==> config.mk <==
export PLATFORM = sky130hd
export DESIGN_NAME = uart_baud_sampler
export DESIGN_NICKNAME = d
export VERILOG_FILES = /design/src/rtl/ubs_pkg.sv /design/src/rtl/ubs_regs.sv /design/src/rtl/ubs_prescaler.sv /design/src/rtl/ubs_sample_ctr.sv /design/src/rtl/ubs_start_det.sv /design/src/rtl/uart_baud_sampler.sv
export SDC_FILE = /design/constraint.sdc
export NUM_CORES = 1
export LEC_CHECK = 0
export BUFFER_PORTS_ARGS = -buffer_cell sky130_fd_sc_hd__buf_2
export CAP_MARGIN = 20
export CORE_MARGIN = 3
export CORE_UTILIZATION = 46
export DETAILED_ROUTE_END_ITERATION = 10
export GPL_TIMING_DRIVEN = 0
export PLACE_DENSITY = 0.73
export SLEW_MARGIN = 10
export SYNTH_ARGS = -nofsm -noshare
export SYNTH_HDL_FRONTEND = slang
export SYNTH_SLANG_ARGS = --single-unit
==> constraint.sdc <==
create_clock -name clk -period 8.8 [get_ports clk]
set_input_delay 0 -clock clk [delete_from_list [all_inputs] [get_ports clk]]
set_output_delay 0 -clock clk [all_outputs]
set_load 0.005 [all_outputs]
==> src/rtl/ubs_pkg.sv <==
package ubs_pkg;
  typedef enum logic [1:0] {
    SPD_X16  = 2'd0,
    SPD_RSVD = 2'd1,
    SPD_X4   = 2'd2,
    SPD_PROG = 2'd3
  } speed_e;

  localparam int ADDR_W = 3;
  localparam logic [ADDR_W-1:0] A_DLO = 3'd0;  // divisor low / tx data
  localparam logic [ADDR_W-1:0] A_DHI = 3'd1;  // divisor high / int enable
  localparam logic [ADDR_W-1:0] A_LCR = 3'd3;  // line control
  localparam logic [ADDR_W-1:0] A_SPD = 3'd4;  // speed mode
  localparam logic [ADDR_W-1:0] A_CNT = 3'd5;  // samples per bit minus one
  localparam logic [ADDR_W-1:0] A_PNT = 3'd6;  // capture index
  localparam int LATCH_BIT = 7;
endpackage

==> src/rtl/ubs_regs.sv <==
module ubs_regs
  import ubs_pkg::*;
#(
  parameter int DATA_W  = 8,
  parameter int CNT_W   = 8,
  parameter int DIV_W   = 2 * DATA_W,
  parameter int RST_DIV = 1
) (
  input  logic              clk,
  input  logic              rst,
  input  logic              wr,
  input  logic [ADDR_W-1:0] addr,
  input  logic [DATA_W-1:0] wdata,
  output logic [DIV_W-1:0]  div_raw,
  output logic [DIV_W-1:0]  div_eff,
  output speed_e            spd,
  output logic [CNT_W-1:0]  cnt_reg,
  output logic [CNT_W-1:0]  pnt_reg,
  output logic [DATA_W-1:0] lcr,
  output logic [DATA_W-1:0] ier,
  output logic              data_wr,
  output logic [DATA_W-1:0] data,
  output logic              resync
);
  logic latch;
  assign latch = lcr[LATCH_BIT];

  always_ff @(posedge clk) begin
    if (rst) begin
      lcr     <= '0;
      ier     <= '0;
      div_raw <= DIV_W'(RST_DIV);
      spd     <= SPD_X16;
      cnt_reg <= '0;
      pnt_reg <= '0;
      data_wr <= 1'b0;
      data    <= '0;
    end else begin
      data_wr <= 1'b0;
      if (wr) begin
        case (addr)
          A_DLO: begin
            if (latch) div_raw[DATA_W-1:0] <= wdata;
            else begin
              data_wr <= 1'b1;
              data    <= wdata;
            end
          end
          A_DHI: begin
            if (latch) div_raw[DIV_W-1:DATA_W] <= wdata[DIV_W-DATA_W-1:0];
            else       ier <= wdata;
          end
          A_LCR:   lcr     <= wdata;
          A_SPD:   spd     <= speed_e'(wdata[1:0]);
          A_CNT:   cnt_reg <= wdata[CNT_W-1:0];
          A_PNT:   pnt_reg <= wdata[CNT_W-1:0];
          default: ;
        endcase
      end
    end
  end

  always_comb begin
    resync = 1'b0;
    if (wr) begin
      case (addr)
        A_DLO, A_DHI:        resync = latch;
        A_SPD, A_CNT, A_PNT: resync = 1'b1;
        default:             resync = 1'b0;
      endcase
    end
  end

  assign div_eff = (div_raw == '0) ? DIV_W'(1) : div_raw;
endmodule

==> src/rtl/ubs_prescaler.sv <==
module ubs_prescaler #(
  parameter int DIV_W = 16
) (
  input  logic             clk,
  input  logic             rst,
  input  logic             clr,
  input  logic [DIV_W-1:0] div_eff,
  output logic [DIV_W-1:0] presc,
  output logic             tick_en
);
  assign tick_en = (presc == div_eff - DIV_W'(1));

  always_ff @(posedge clk) begin
    if (rst || clr)   presc <= '0;
    else if (tick_en) presc <= '0;
    else              presc <= presc + DIV_W'(1);
  end
endmodule

==> src/rtl/ubs_sample_ctr.sv <==
module ubs_sample_ctr
  import ubs_pkg::*;
#(
  parameter int CNT_W = 8
) (
  input  logic             clk,
  input  logic             rst,
  input  logic             clr,
  input  logic             tick_en,
  input  speed_e           spd,
  input  logic [CNT_W-1:0] cnt_reg,
  input  logic [CNT_W-1:0] pnt_reg,
  output logic [CNT_W-1:0] scnt,
  output logic             sample_tick,
  output logic             bit_strobe,
  output logic             capture_strobe
);
  localparam logic [CNT_W-1:0] X16_LAST = CNT_W'(15);
  localparam logic [CNT_W-1:0] X16_PNT  = CNT_W'(7);
  localparam logic [CNT_W-1:0] X4_LAST  = CNT_W'(3);
  localparam logic [CNT_W-1:0] X4_PNT   = CNT_W'(1);

  logic [CNT_W-1:0] last_idx, cap_idx;
  logic             at_last;

  always_comb begin
    case (spd)
      SPD_X4: begin
        last_idx = X4_LAST;
        cap_idx  = X4_PNT;
      end
      SPD_PROG: begin
        last_idx = cnt_reg;
        cap_idx  = pnt_reg;
      end
      default: begin
        last_idx = X16_LAST;
        cap_idx  = X16_PNT;
      end
    endcase
  end

  assign at_last = (scnt >= last_idx);

  always_ff @(posedge clk) begin
    if (rst || clr) begin
      scnt           <= '0;
      sample_tick    <= 1'b0;
      bit_strobe     <= 1'b0;
      capture_strobe <= 1'b0;
    end else begin
      sample_tick    <= tick_en;
      bit_strobe     <= tick_en && at_last;
      capture_strobe <= tick_en && (scnt == cap_idx);
      if (tick_en) scnt <= at_last ? '0 : scnt + CNT_W'(1);
    end
  end
endmodule

==> src/rtl/ubs_start_det.sv <==
module ubs_start_det #(
  parameter int SYNC_STAGES = 2
) (
  input  logic clk,
  input  logic rst,
  input  logic rx_line,
  input  logic align_en,
  output logic fall
);
  logic [SYNC_STAGES-1:0] sync_q;
  logic                   prev_q;

  genvar g;
  generate
    for (g = 0; g < SYNC_STAGES; g++) begin : g_sync
      if (g == 0) begin : g_first
        always_ff @(posedge clk) begin
          if (rst) sync_q[0] <= 1'b1;
          else     sync_q[0] <= rx_line;
        end
      end else begin : g_next
        always_ff @(posedge clk) begin
          if (rst) sync_q[g] <= 1'b1;
          else     sync_q[g] <= sync_q[g-1];
        end
      end
    end
  endgenerate

  always_ff @(posedge clk) begin
    if (rst) prev_q <= 1'b1;
    else     prev_q <= sync_q[SYNC_STAGES-1];
  end

  assign fall = align_en && prev_q && !sync_q[SYNC_STAGES-1];
endmodule

==> src/rtl/uart_baud_sampler.sv <==
module uart_baud_sampler
  import ubs_pkg::*;
#(
  parameter int DATA_W      = 8,
  parameter int CNT_W       = 8,
  parameter int SYNC_STAGES = 2,
  parameter int RST_DIV     = 1
) (
  input  logic              clk,
  input  logic              rst,
  input  logic              reg_wr,
  input  logic [2:0]        reg_addr,
  input  logic [DATA_W-1:0] reg_wdata,
  input  logic              rx_line,
  input  logic              align_en,
  output logic              sample_tick,
  output logic              bit_strobe,
  output logic              capture_strobe,
  output logic [DATA_W-1:0] line_ctrl,
  output logic [DATA_W-1:0] int_enable,
  output logic              tx_data_valid,
  output logic [DATA_W-1:0] tx_data
);
  localparam int DIV_W = 2 * DATA_W;

  logic [DIV_W-1:0] div_raw, div_eff, presc;
  speed_e           spd;
  logic [CNT_W-1:0] cnt_reg, pnt_reg, scnt;
  logic             resync, fall, clr, tick_en;

  assign clr = resync || fall;

  ubs_regs #(.DATA_W(DATA_W), .CNT_W(CNT_W), .DIV_W(DIV_W), .RST_DIV(RST_DIV)) u_regs (
    .clk(clk), .rst(rst), .wr(reg_wr), .addr(reg_addr), .wdata(reg_wdata),
    .div_raw(div_raw), .div_eff(div_eff), .spd(spd), .cnt_reg(cnt_reg),
    .pnt_reg(pnt_reg), .lcr(line_ctrl), .ier(int_enable),
    .data_wr(tx_data_valid), .data(tx_data), .resync(resync)
  );

  ubs_start_det #(.SYNC_STAGES(SYNC_STAGES)) u_start (
    .clk(clk), .rst(rst), .rx_line(rx_line), .align_en(align_en), .fall(fall)
  );

  ubs_prescaler #(.DIV_W(DIV_W)) u_presc (
    .clk(clk), .rst(rst), .clr(clr), .div_eff(div_eff),
    .presc(presc), .tick_en(tick_en)
  );

  ubs_sample_ctr #(.CNT_W(CNT_W)) u_sctr (
    .clk(clk), .rst(rst), .clr(clr), .tick_en(tick_en), .spd(spd),
    .cnt_reg(cnt_reg), .pnt_reg(pnt_reg), .scnt(scnt),
    .sample_tick(sample_tick), .bit_strobe(bit_strobe),
    .capture_strobe(capture_strobe)
  );
endmodule

# Word level (Yosys, flattened, before mapping)
# Cells that the tools add are included.
# word_totals
register_bits,89
input_bits,16
output_inout_bits,28
# classes
add_sub_neg,3
n_lt_le_gt_ge,1
eq_ne,9
mux,7
n_bitwise,3
reduce_logical,21
# op_table
operator,n
$pmux 8 s2,2
$add 16x1->16 const B,1
$eq 16x16->1,1
$logic_not 16->1,1
$mux 16,1
$sub 16x1->16 const B,1
$reduce_and 3->1,4
$eq 3x3->1 const B,3
$add 8x1->8 const B,1
$eq 8x8->1,1
$ge 8x8->1,1
$mux 8,1
$reduce_and 2->1,4
$reduce_or 3->1,2
$eq 2x2->1 const B,2
$logic_and 1x1->1,4
$reduce_or 2->1,2
$eq 3x1->1 const B,1
$eq 3x2->1 const B,1
$logic_not 3->1,1
$not 1->1,3
$logic_or 1x1->1,2
$mux 1,2
$pmux 1 s2,1
$logic_not 1->1,1

# Logic depth before layout (Yosys ltp)
# Gate-level depths: netlist of run 1.
# logic_depth
depth_word,7
ltp_mapped,14

# By module
# From an unflattened synthesis of run 1, not the netlist that was laid out.
# hier_totals
cells_unflattened,533
hier_area_um2,4649.5
# by_module_without_submodules
module,n_inst,cells_per_inst,area_per_inst_um2,seq_area_each_um2
ubs_regs,1,263,2424.8,1181.1
ubs_prescaler,1,151,1196.1,320.3
ubs_sample_ctr,1,111,934.6,220.2
ubs_start_det,1,7,87.6,60.1
uart_baud_sampler,1,1,6.3,0.0

# Least setup slack after synthesis of run 1
# No wires, ideal clock.
# synth_path
path_type,reg2reg
startpoint,reg u_regs.div_raw[0]
endpoint,reg u_sctr.scnt[2]
t_arrival_ns,3.454
setup_slack_ns,5.229
path_stages_with_launch,13
n_path_buf,0
synth_period_minus_slack_ns,3.571
path_cell_list,dfxtp_1 > or4_4 > or3_1 > nor2_1 > nor2_1 > ha_1 > nor3b_1 > nor4b_1 > nor3_1 > a31oi_1 > or4_1 > or4_1 > a32o_1
# synth_via
elab_chain_cells,4
# synth_lines
element,line_no,rtl
start: declaration,ubs_regs.sv:14,"output logic [DIV_W-1:0] div_raw,"
start signal: assignment,ubs_regs.sv:32,div_raw <= DIV_W'(RST_DIV);
start signal: indexed assignment,ubs_regs.sv:43,if (latch) div_raw[DATA_W-1:0] <= wdata;
start signal: indexed assignment,ubs_regs.sv:50,if (latch) div_raw[DIV_W-1:DATA_W] <= wdata[DIV_W-DATA_W-1:0];
$logic_not 16->1,ubs_regs.sv:74,assign div_eff = (div_raw == '0) ? DIV_W'(1) : div_raw;
$mux 16 *,ubs_regs.sv:74,
$sub 16x1->16 *,ubs_prescaler.sv:11,assign tick_en = (presc == div_eff - DIV_W'(1));
$eq 16x16->1 *,ubs_prescaler.sv:11,
end signal: assignment,ubs_sample_ctr.sv:55,if (tick_en) scnt <= at_last ? '0 : scnt + CNT_W'(1);
end: declaration,ubs_sample_ctr.sv:13,"output logic [CNT_W-1:0] scnt,"
# Every way passes the cells marked *; elsewhere a longest branch is shown, timed or not.
# A chain may end at the register's enable or synchronous reset.

# Worst setup path after layout of run 1
# layout_path
startpoint,reg u_regs.div_raw[4]
endpoint,reg u_sctr.scnt[7]
# The elaborated chain is that of the path after synthesis.

==> results of run 1 <==
-- layer usage --
metal,track usage (%),part of all wire [%],vias to the layer above
met5,0,0,-
met4,4.84,0.87,0
li1,-,-,1978
met1,27.3,47,1863
met2,34.0,46,121
met3,4.90,5.7,9
-- cell usage after synthesis (8+ instances only) --
cell / count / area [µm²]
a21oi_1: 28 / 140
a32o_1: 8 / 80.1
and3_1: 11 / 68.8
clkbuf_1: 22 / 82.6
dfxtp_1: 89 / 1780
ha_1: 11 / 138
inv_1: 11 / 41.3
mux2i_1: 30 / 300
nand2_1: 71 / 267
nand3_1: 20 / 100
nor2_1: 53 / 199
nor3_1: 24 / 120
o21ai_0: 11 / 55.1
or4_1: 9 / 67.6
xnor2_1: 21 / 184
xor2_1: 17 / 149
-- logic make-up after synthesis --
family / after synthesis / share of synthesized area, %
simple gates: 240 / 27.6
buf+inv: 36 / 3.15
fa+ha+maj: 11 / 3.09
flops: 89 / 40.0
compound gates: 78 / 11.6
xor+xnor: 38 / 7.48
mux: 31 / 7.00
-- through the flow --
step / total power [mW] / hold WS, ps / util [%]
after floorplan: 0.456 / 104 / -
after global placement: 0.475 / 185 / 51.5
after detailed placement: 0.478 / 187 / 51.5
after CTS: 0.784 / 107 / 54.8
after global routing: 0.807 / 151 / 54.8
final: 0.781 / 112 / 54.8
-- final timing paths --
path	from	cells past startpoint	end
setup / recovery	u_regs.div_raw[4]	12	u_sctr.scnt[7]
hold / removal	reg_wdata[1]	3	u_regs.lcr[1]
setup reg to reg	u_regs.div_raw[4]	12	u_sctr.scnt[7]
hold reg to reg	u_start.sync_q[0]	1	u_start.sync_q[1]
-- power groups by stage --
stage,registers (mW),clock network [mW],logic (mW)
floorplan,0.423,0,0.0324
global placement,0.424,0,0.0513
detailed placement,0.425,0,0.0532
CTS,0.415,0.313,0.0559
global route,0.416,0.328,0.0625
finish,0.415,0.310,0.0561
-- critical path, cell delays in order, from the launching register on --
cell and delay [ps]:
dfxtp_1 320, clkbuf_1 290, or4_4 220, or3_1 120
nor2_1 60, nor2_1 110, ha_1 200, nor3b_1 700
nor4b_1 430, a31oi_1 160, or4_1 590, or4_1 530
a32o_1 280
-- final cells by class --
cell class              instances  area, µm²
plain buffers                  25       98.8
well taps                     129        161
inverters                      11       41.3
repair buffers                 47        275
fillers                       849       4220
multi-input cells             398       2530
clock inverters                 7        100
clock buffers                   9        124
flip-flops and latches         89       1780
==> results.py, run 1 <==
metrics = {
    "final_layout": {
        "final_cell_mix": "dfxtp_1, nand2_1, nor2_1",
        "stdcell_count": 715,
        "syn_to_final_growth_pct": 14.8,
        "largestRegisters": "u_presc.presc: 16 flops, u_regs.div_raw: 16 flops",
        "antenna_cells": 0,
        "design_area_um2": 5110,
        "nets": 608,
        "layout-drive-gt1-share_pct": 11.6,
        "final_common_cell": "dfxtp_1",
    },
    "global_route": {
        "grt_pass1_vias": 3735,
        "grt_pass1_wl_mm": 18.5,
        "overflow": 0,
        "grtUsageTotal_pct": 20.6,
        "grt_max_degree": 19,
        "antenna_found_initial": 0,
    },
    "floorplanning": {
        "die_area_um2": 10900,
        "start_util_pct": 47.7,
        "num_rows": 35,
        "core-area_um2": 9330,
        "ios": 44,
        "dieWidth_um": 104,
        "die_height_um": 104,
    },
    "timing": {
        "finalHoldViolations": 0,
        "finalSetupViolCount": 0,
        "slew_violations": 0,
        "skew_ps": 13.2,
        "fmax_mhz": 243,
        "relSlewSlack_pct": 31.3,
        "setup_ws_ps": 4680,
        "tns_ps": 0,
        "tightest_slew_ps": 1030,
        "rsz0062_at_grt": "no",
        "period_share_pct": 46.8,
        "fin_crit_ps": 4120,
    },
    "critical_path": {
        "crit_path_max_fanout": 8,
        "crit_arrival_ps": 4380,
        "required_ps": 9060,
        "crit_path_end_kind": "register",
        "regToRegSetupSlack_ps": 4680,
        "cp-start-kind": "register",
        "path_class": "register to register",
    },
    "cts": {
        "cts_buffers": 9,
        "clk_pin_slew_worst_paths_ps": 110,
        "clk_latency_ps": 370,
        "htree_num_levels": 3,
        "cts-root-buf": "clkbuf_8",
        "post_cts_resized": 0,
        "cts_buffer_depth": 2,
        "ctsHoldBuffers": 8,
        "clock_sinks": 89,
        "post_cts_buffers": 0,
        "cts_tree": "done",
    },
    "drt": {
        "ant_nets": 0,
        "drc": 0,
        "routed_wl_mm": 11.2,
        "vias_per_cell": 5.55,
        "drt-wirelength-per-cell_um": 15.6,
        "drt-initial-drc-count": 226,
        "vias": 3971,
        "dr.pass1.iters": 4,
    },
    "logic_synthesis": {
        "yosys_register_bits": 89,
        "synth_ff_type": "dfxtp_1",
        "synth_edf_count": 0,
        "syn_nets": 550,
        "syn-cell-area_um2": 4450,
        "synth_async_sr_flop_share_pct": 0,
        "synth_warnings": 0,
        "ys_seq_area_share_pct": 40.0,
        "syn_inst": 523,
        "synth.distinct_cells": 51,
        "synth_area_per_cell_um2": 8.51,
    },
    "worst_hold_path": {
        "min_path_type": "input port to register",
    },
    "status": {
        "status": "finished, final reports clean",
    },
    "pwr": {
        "pwr-share-clk_pct": 39.7,
        "p_per_area_nw_per_um2": 153,
        "power_leakage_nw": 2.06,
        "peakVddDrop_uv": 98.7,
        "p_sw_uw": 211,
        "combPwrFrac_pct": 7.2,
        "p_sw_share_pct": 27.0,
        "seq_power_share_pct": 53.2,
        "power.internal_uw": 571,
    },
    "place": {
        "port_buffers": 39,
        "postPlaceCellArea_um2": 4810,
        "dp_slack_ps": 4740,
        "globalplace.congestion": 0.853,
        "dp_hpwl_mm": 7.98,
        "place_inst": 691,
    },
    "job": {
        "maxCapViolCount": 0,
    },
}
Note: power is estimated with default switching activity, not from simulation.
==> inputs of run 2 (changes only) <==
- PLACE_DENSITY: 0.73 -> 0.75
- clock period: 8.8 -> 3.5 ns (I/O delays scaled with it)
==> results.py, run 2 (synthesis results as in run 1) <==
metrics = {
    "timing": {
        "whs_ps": 110,
        "relSlewSlack_pct": 36.1,
        "tns_ps": -165,
        "finalSetupViolCount": 7,
        "rsz0062_at_grt": "yes",
        "setup_ws_ps": -36.8,
        "fin_crit_ps": 3540,
        "slew_violations": 0,
        "finalHoldViolations": 0,
        "period_share_pct": 101,
        "fmax_mhz": 283,
        "tightest_slew_ps": 957,
        "skew_ps": 8.38,
    },
    "status": {
        "status": "finished, violations left",
        "failed_checks": "setup timing",
    },
    "drt": {
        "vias_per_cell": 5.69,
        "drt-wirelength-per-cell_um": 16.4,
        "routed_wl_mm": 12.0,
        "drt-initial-drc-count": 391,
        "dr.pass1.iters": 5,
        "vias": 4139,
        "drc": 0,
        "ant_nets": 0,
    },
    "final_layout": {
        "final_common_cell": "dfxtp_1",
        "syn_to_final_growth_pct": 21.4,
        "largestRegisters": "u_presc.presc: 16 flops, u_regs.div_raw: 16 flops",
        "nets": 621,
        "final_util_pct": 57.9,
        "final_cell_mix": "dfxtp_1, nand2_1, nor2_1",
        "antenna_cells": 0,
        "layout-drive-gt1-share_pct": 18.5,
    },
    "cts": {
        "cts_buffers": 9,
        "clock_sinks": 89,
        "clk_latency_ps": 370,
        "cts-root-buf": "clkbuf_8",
        "cts_tree": "done",
        "htree_num_levels": 3,
        "clk_pin_slew_worst_paths_ps": 100,
        "cts_buffer_depth": 2,
    },
    "critical_path": {
        "cp-start-kind": "register",
        "crit_path_max_fanout": 7,
        "crit_chain": "or4_4 -> or3_4 -> nor2_4 -> nor2_2 -> ha_2 -> nor3b_4 -> buf_4 -> o211ai_1 -> a31oi_1 -> nand4b_1 -> buf_6 -> or4_4 -> a32o_1",
        "crit_slowest_cell": "or4_4",
        "required_ps": 3770,
        "crit_path_frequent_cell": "or4_4",
        "slowest_delay_ps": 530,
        "crit_path_end_kind": "register",
        "crit_arrival_ps": 3800,
        "path_class": "register to register",
    },
    "pwr": {
        "combPwrFrac_pct": 8.2,
        "power_leakage_nw": 2.19,
        "peakVddDrop_uv": 398,
        "power.internal_mw": 1.44,
        "p_sw_uw": 524,
        "seq_power_share_pct": 53.1,
        "p_per_area_nw_per_um2": 363,
        "p_sw_share_pct": 26.7,
        "pwr-share-clk_pct": 38.6,
    },
    "floorplanning": {
        "core-area_um2": 9330,
        "die_area_um2": 10900,
        "num_rows": 35,
        "start_util_pct": 47.7,
        "ios": 44,
        "dieWidth_um": 104,
        "die_height_um": 104,
    },
    "place": {
        "port_buffers": 39,
        "dp_hpwl_mm": 8.05,
        "globalplace.congestion": 0.851,
    },
    "global_route": {
        "antenna_found_initial": 0,
        "grtUsageTotal_pct": 22.0,
        "overflow": 0,
        "grt_pass1_vias": 4012,
        "grt_max_degree": 18,
        "grt_pass1_wl_mm": 19.8,
    },
    "worst_hold_path": {
        "min_path_type": "input port to register",
    },
    "job": {
        "maxCapViolCount": 0,
    },
}
-- run 2: cell types whose count changed in the layout (fill, tap and decap cells not counted), moves of 7 or more --
cell	previous run	this run
buf_4	1	10
nor3_1	24	15
dfxtp_1	89	82
nor3_2	0	7
-- run 2: power groups by stage --
stage	Clock (mW)	Sequential [mW]	Combinational, mW
after floorplan	0	1.06	0.0817
after global placement	0	1.07	0.128
after detailed placement	0	1.07	0.133
after CTS	0.767	1.04	0.152
after global routing	0.815	1.04	0.177
final	0.757	1.04	0.161
-- run 2: path summary, 6_finish.rpt --
path | startpoint | slack, ps | endpoint | depth (start not counted)
hold / removal | reg_wdata[1] | 110 | u_regs.lcr[1] | 3
hold reg to reg | u_start.sync_q[0] | 420 | u_start.sync_q[1] | 1
setup reg to reg | u_regs.div_raw[2] | -40 | u_sctr.scnt[4] | 13
setup / recovery | u_regs.div_raw[2] | -40 | u_sctr.scnt[4] | 13
-- run 2: routing by layer --
metal / track usage (%) / wire length, µm
met1: 29.1 / 5280
met2: 35.3 / 5590
met3: 5.21 / 875
met4: 7.41 / 226
met5: 0 / 0
-- run 2: metrics by stage --
stage / instances / cell area (µm²) / worst slack, ps / total power [mW]
after CTS: 725 / 5290 / -111 / 1.96
after floorplan: 523 / 4460 / 11.9 / 1.15
after global placement: 691 / 4820 / -239 / 1.19
after global routing: 728 / 5400 / -150 / 2.04
after detailed placement: 691 / 4820 / -297 / 1.20
final: 728 / 5400 / -36.8 / 1.96
-- run 2: layout make-up --
| type | instances | area (µm²) |
|---|---|---|
| Clock buffer | 9 | 124 |
| Inverter | 11 | 41.3 |
| Timing Repair Buffer | 61 | 409 |
| Buffer | 24 | 109 |
| Clock inverter | 7 | 85.1 |
| Fill cell | 813 | 3930 |
| Sequential cell | 89 | 1800 |
| Multi-Input combinational cell | 398 | 2670 |
| Tap cell | 129 | 161 |
-- run 2: worst max-delay path: cells and delay by family (launching register included) --
| family | cells | cell delay (ps) |
|---|---|---|
| flip-flops | 1 | 350 |
| AND/OR/NAND/NOR | 7 | 1950 |
| adder cells (fa/ha/maj) | 1 | 190 |
| AO/OA/AOI/OAI | 3 | 620 |
| buffers and inverters | 2 | 320 |
-- run 2: repair_timing --
action / 4_1_cts / 5_1_grt
gates cloned: 1 / 1
endpoints found under the setup margin: 23 / 24
gates resized for setup: 32 / 13
pin swaps: 16 / 15
setup buffers: 10 / 2
hold buffers: 8 / 0
endpoints found under the hold margin: 24 / 0
